File: config.mk
export PLATFORM = sky130hd
export DESIGN_NAME = spi_reg_master
export DESIGN_NICKNAME = d
export VERILOG_FILES = /design/src/rtl/spi_reg_master.sv
export SDC_FILE = /design/constraint.sdc
export NUM_CORES = 1
export LEC_CHECK = 0
export BUFFER_PORTS_ARGS = -buffer_cell sky130_fd_sc_hd__buf_2
export CAP_MARGIN = 30
export CORE_MARGIN = 5
export CORE_UTILIZATION = 51
export CTS_CLUSTER_DIAMETER = 120
export DETAILED_ROUTE_END_ITERATION = 8
export PLACE_DENSITY = 0.73
export SYNTH_ARGS = -nofsm -noshare
export SYNTH_HDL_FRONTEND = slang
export SYNTH_SLANG_ARGS = --single-unit
export TNS_END_PERCENT = 50
File: constraint.sdc
create_clock -name clk -period 2.8 [get_ports clk]
set_input_delay 0.56 -clock clk [delete_from_list [all_inputs] [get_ports clk]]
set_output_delay 0.56 -clock clk [all_outputs]
set_load 0.01 [all_outputs]
File: src/rtl/spi_reg_master.sv
module spi_reg_master (
  input  logic        clk,
  input  logic        rst_n,
  input  logic [2:0]  bus_addr,
  input  logic        bus_wr,
  input  logic        bus_rd,
  input  logic [15:0] bus_wdata,
  output logic [15:0] bus_rdata,
  output logic        irq,
  output logic        sclk,
  output logic        mosi,
  input  logic        miso,
  output logic        cs_n
);

  localparam logic [2:0] OFF_DATA = 3'd0;
  localparam logic [2:0] OFF_CTRL = 3'd2;
  localparam logic [2:0] OFF_STAT = 3'd4;

  logic [15:0] ctrl_q, data_q, tx_q, rx_q;
  logic        busy_q, full_q, ph_q, mosi_q, w16_q;
  logic [7:0]  hcnt_q;
  logic [4:0]  ecnt_q;

  wire enable   = ctrl_q[0];
  wire mode16   = ctrl_q[2];
  wire ie_rx    = ctrl_q[5];
  wire ie_idle  = ctrl_q[6];
  wire late     = ctrl_q[7];
  wire idle_lvl = ctrl_q[8];

  wire [7:0]  half_last = {ctrl_q[15:9], 1'b1};
  wire        tick      = busy_q && (hcnt_q == half_last);
  wire        first_e   = ~ecnt_q[0];
  wire        samp      = tick && (late ? ~first_e : first_e);
  wire        launch    = tick && (late ? first_e : ~first_e);
  wire [4:0]  e_last    = w16_q ? 5'd31 : 5'd15;
  wire        done      = tick && (ecnt_q == e_last);
  wire [15:0] rx_n      = samp ? {rx_q[14:0], miso} : rx_q;
  wire        wr_data   = bus_wr && (bus_addr == OFF_DATA);
  wire        rd_data   = bus_rd && (bus_addr == OFF_DATA);
  wire        start     = wr_data && !busy_q;
  wire [15:0] load_word = mode16 ? bus_wdata : {bus_wdata[7:0], 8'h00};

  always_ff @(posedge clk or negedge rst_n) begin
    if (!rst_n) begin
      ctrl_q <= '0; data_q <= '0; tx_q <= '0; rx_q <= '0;
      busy_q <= 1'b0; full_q <= 1'b0; ph_q <= 1'b0; mosi_q <= 1'b0;
      w16_q <= 1'b0; hcnt_q <= '0; ecnt_q <= '0;
    end else begin
      if (bus_wr && bus_addr == OFF_CTRL) ctrl_q <= bus_wdata;
      if (start) begin
        busy_q <= 1'b1;
        w16_q  <= mode16;
        hcnt_q <= '0;
        ecnt_q <= '0;
        ph_q   <= 1'b0;
        rx_q   <= '0;
        if (late) tx_q <= load_word;
        else begin
          mosi_q <= load_word[15];
          tx_q   <= {load_word[14:0], 1'b0};
        end
      end else if (busy_q) begin
        hcnt_q <= tick ? 8'd0 : hcnt_q + 8'd1;
        if (tick) begin
          ph_q   <= ~ph_q;
          ecnt_q <= ecnt_q + 5'd1;
          rx_q   <= rx_n;
        end
        if (launch) begin
          mosi_q <= tx_q[15];
          tx_q   <= {tx_q[14:0], 1'b0};
        end
        if (done) begin
          busy_q <= 1'b0;
          data_q <= w16_q ? rx_n : {8'h00, rx_n[7:0]};
        end
      end
      if (done) full_q <= 1'b1;
      else if (rd_data) full_q <= 1'b0;
    end
  end

  always_comb begin
    case (bus_addr)
      OFF_DATA: bus_rdata = data_q;
      OFF_CTRL: bus_rdata = ctrl_q;
      OFF_STAT: bus_rdata = {14'd0, full_q, busy_q};
      default:  bus_rdata = 16'd0;
    endcase
  end

  assign irq  = enable && ((!busy_q && ie_idle) || (full_q && ie_rx));
  assign sclk = idle_lvl ^ ph_q;
  assign mosi = mosi_q;
  assign cs_n = ~busy_q;

  assert_idle_level_R6: assert property (@(posedge clk) disable iff (!rst_n)
    !busy_q |-> (sclk == ctrl_q[8]));
  assert_start_by_write_R3: assert property (@(posedge clk) disable iff (!rst_n)
    $rose(busy_q) |-> $past(bus_wr && bus_addr == OFF_DATA));
  assert_full_on_finish_R8: assert property (@(posedge clk) disable iff (!rst_n)
    $rose(full_q) |-> ($past(busy_q) && !busy_q));
  assert_read_clears_R9: assert property (@(posedge clk) disable iff (!rst_n)
    (rd_data && !busy_q) |=> !full_q);
  assert_irq_gated_R10: assert property (@(posedge clk) disable iff (!rst_n)
    !ctrl_q[0] |-> !irq);

endmodule

==> impl_metrics.tcl <==
set metrics [dict create \
    hold_class "input port to asynchronous set/reset pin" \
    rsz0062_at_grt "no" \
    yosysTopAreaCellShare_pct 47.5 \
    power_w 0.00349 \
    ys_warn_count 0 \
    reg2reg_depth 5 \
    cts_root_buf "clkbuf_8" \
    cts_buffers 9 \
    endpoint_kind "flip-flop" \
    relSlewSlack_pct 46.1 \
    dpl.cell_count 529 \
    r2r_setup_slack_ns 0.39 \
    dp_hpwl_mm 7.37 \
    yosysTopAreaCell "dfrtp_1" \
    ys_seq_elements 82 \
    powerDensity_nw_per_um2 717 \
    timing.rr.start "hcnt_q[4]" \
    cp.required_ns 3.04 \
    avgSynthCellArea_um2 11.1 \
    first_iter_violations 122 \
    grtUsageMet3_pct 4.16 \
    leakage_nw 2.29 \
    fin_crit_ns 2.41 \
    hold_viol 0 \
    maxCapViolCount 0 \
    peakVddDrop_uv 430 \
    htreeDepth 3 \
    die_area_um2 10400 \
    die_height_um 102 \
    drive_gt1_share_pct 27.0 \
    top_usage_layer "met2" \
    coreArea_um2 8220 \
    fin_cells 545 \
    synth_edf_count 0 \
    setup_violations 0 \
    synthArstFlopShare_pct 100 \
    netlist_top_cells_area "dfrtp_1, mux2i_1, mux2_2" \
    groute.usage.overall_pct 20.7 \
    initial_core_util_pct 52.5 \
    ys.flop_type "dfrtp_1" \
    grt_overflow 0 \
    drc 0 \
    antenna_found_initial 1 \
    cts-resized-gates 0 \
    skew_ns 0.0139 \
    cp-start-kind "flip-flop" \
    setup.worst_path.end "data_q[1]" \
    avgViaCountPerCell 5.83 \
    synth_cell_types 42 \
    grt_pass1_vias 3167 \
    syn_nets 416 \
    postCtsHoldBufs 0 \
    gp_congestion 0.854 \
    wl_mm 10.0 \
    synth_commonest_cells "dfrtp_1, nand2_1, nor2_1, mux2i_1, mux2_2" \
    gr-usage-met1_pct 28.5 \
    status "completed" \
    syn_to_final_growth_pct 12.9 \
    fill_cells 685 \
    fp-row-count 33 \
    ff_latch_area_um2 2050 \
    port_buffers 43 \
    cts_tree "done" \
    nets 461 \
    yosysMostFrequentCell "dfrtp_1" \
    cp.arrival_ns 2.64 \
    postLayoutCoreUtil_pct 59.3 \
    critPathKind "flip-flop to flip-flop" \
    syn_area_um2 4320 \
    post-cts-setup-buffer-count 0 \
    die_width_um 102 \
    tightest_slew_ns 0.808 \
    vias 3180 \
    final.period_utilization_pct 86.0 \
    drt.antenna.violating_nets 0 \
    grt_max_degree 44 \
    cts.clk_slew.worst_paths_ns 0.09 \
    routedWlPerCell_um 18.3 \
    tns_ns 0 \
    r2r-end "data_q[1]" \
    clockBufferDepth 2 \
    clock-sinks 82 \
    grt_pass1_wl_mm 16.6 \
    worstSkewPairLatency_ns 0.35 \
    first_pass_iters 5 \
    cp-startpoint "hcnt_q[4]" \
    multi_input_area_um2 2110 \
    synthCells 390 \
    slew_violations 0 \
    synth.yosys.seq_area_share_pct 47.5 \
    n_antenna_cell 0 \
    critPathMaxFanout 16 \
    use_met2_pct 32.1 \
    ios 44 \
    fmax_mhz 415 \
]
[logic make-up after synthesis]
logic type / after synthesis / share of synthesized area [%]
muxes: 76 / 20.1
AOI/OAI and AO/OA: 64 / 10.9
and+or+nand+nor: 119 / 13.4
adders and majority gates: 2 / 0.580
buffers and inverters: 29 / 3.62
DFF: 82 / 47.5
xor gates and xnor gates: 18 / 3.83
[per-layer routing]
metal	up-vias	part of all wire [%]	wire length, um
li1	1485	-	-
met1	1561	46	4590
met2	107	45	4490
met3	25	5.9	591
met4	2	3.1	314
met5	-	0.13	13
[worst min-delay path by stage]
| stage | start | end | cells after the start |
|---|---|---|---|
| 2_1_floorplan | rst_n | busy_q | 0 |
| 3_3_place_gp | data_q[9] | data_q[9] | 1 |
| 3_5_place_dp | data_q[8] | data_q[8] | 1 |
| 4_1_cts | rst_n | ctrl_q[3] | 1 |
| 5_1_grt | rst_n | ctrl_q[1] | 1 |
| 6_report | rst_n | ctrl_q[0] | 1 |
[cell usage in the layout (no fill, tap or decap), drive strengths merged]
master / Yosys / final
a21oi: 6 / 6
a22o: 17 / 17
a22oi: 1 / 1
a31oi: 13 / 13
a32o: 2 / 2
and2: 1 / 1
and3: 3 / 3
and4b: 1 / 1
buf: 14 / 60
bufinv: 0 / 1
clkbuf: 12 / 10
clkinv: 0 / 2
dfrtp: 82 / 82
ha: 2 / 2
inv: 3 / 6
mux2: 47 / 47
mux2i: 29 / 29
nand2: 39 / 39
nand2b: 1 / 1
nand3: 13 / 13
nand4: 1 / 1
nor2: 35 / 35
nor2b: 3 / 3
nor3: 14 / 14
nor4: 3 / 3
nor4b: 1 / 1
o2111ai: 2 / 2
o211ai: 3 / 3
o21ai: 12 / 12
o2bb2ai: 8 / 8
or2: 1 / 1
or3: 3 / 3
xnor2: 4 / 4
xor2: 14 / 14
[layout make-up]
| cell class | instances | area share (%) |
|---|---|---|
| clock buffer | 10 | 2.82 |
| timing repair buffer | 60 | 7.34 |
| sequential | 82 | 42.1 |
| inverter | 3 | 0.231 |
| clock inverter | 6 | 1.49 |
| multi-input combinational | 279 | 43.3 |
| tap | 105 | 2.70 |
[power by group]
group / switching, W / internal (W) / total (W)
registers: 0.000239 / 0.00144 / 0.00168
logic: 0.000467 / 0.000437 / 0.000904
clock network: 0.000460 / 0.000449 / 0.000910
total: 0.00117 / 0.00233 / 0.00349
[registers in the layout (all words and copies together), names as in the netlist]
signal  cells
full_q      1
mosi        1
w16_q       1
ecnt_q      5
ph_q        1
tx_q       16
ctrl_q     16
rx_q       16
data_q     16
busy_q      1
hcnt_q      8
[worst max-delay path, cell delays in order (launching register included)]
cell and delay [ns]:
dfrtp_1 0.45, xor2_1 0.20, nor4_4 0.38, nand3_2 0.17, or3_1 0.68, mux2_4 0.42
[stage by stage]
step                hold slack, ns  setup slack [ns]  area (um2)
global route                 0.228             0.230        4870
CTS                          0.198             0.391        4870
global placement             0.474             0.463        4660
floorplan                    0.264             0.697        4320
finish                       0.190             0.393        4870
detailed placement           0.473             0.417        4660
Power figures use the tool's default switching activity.
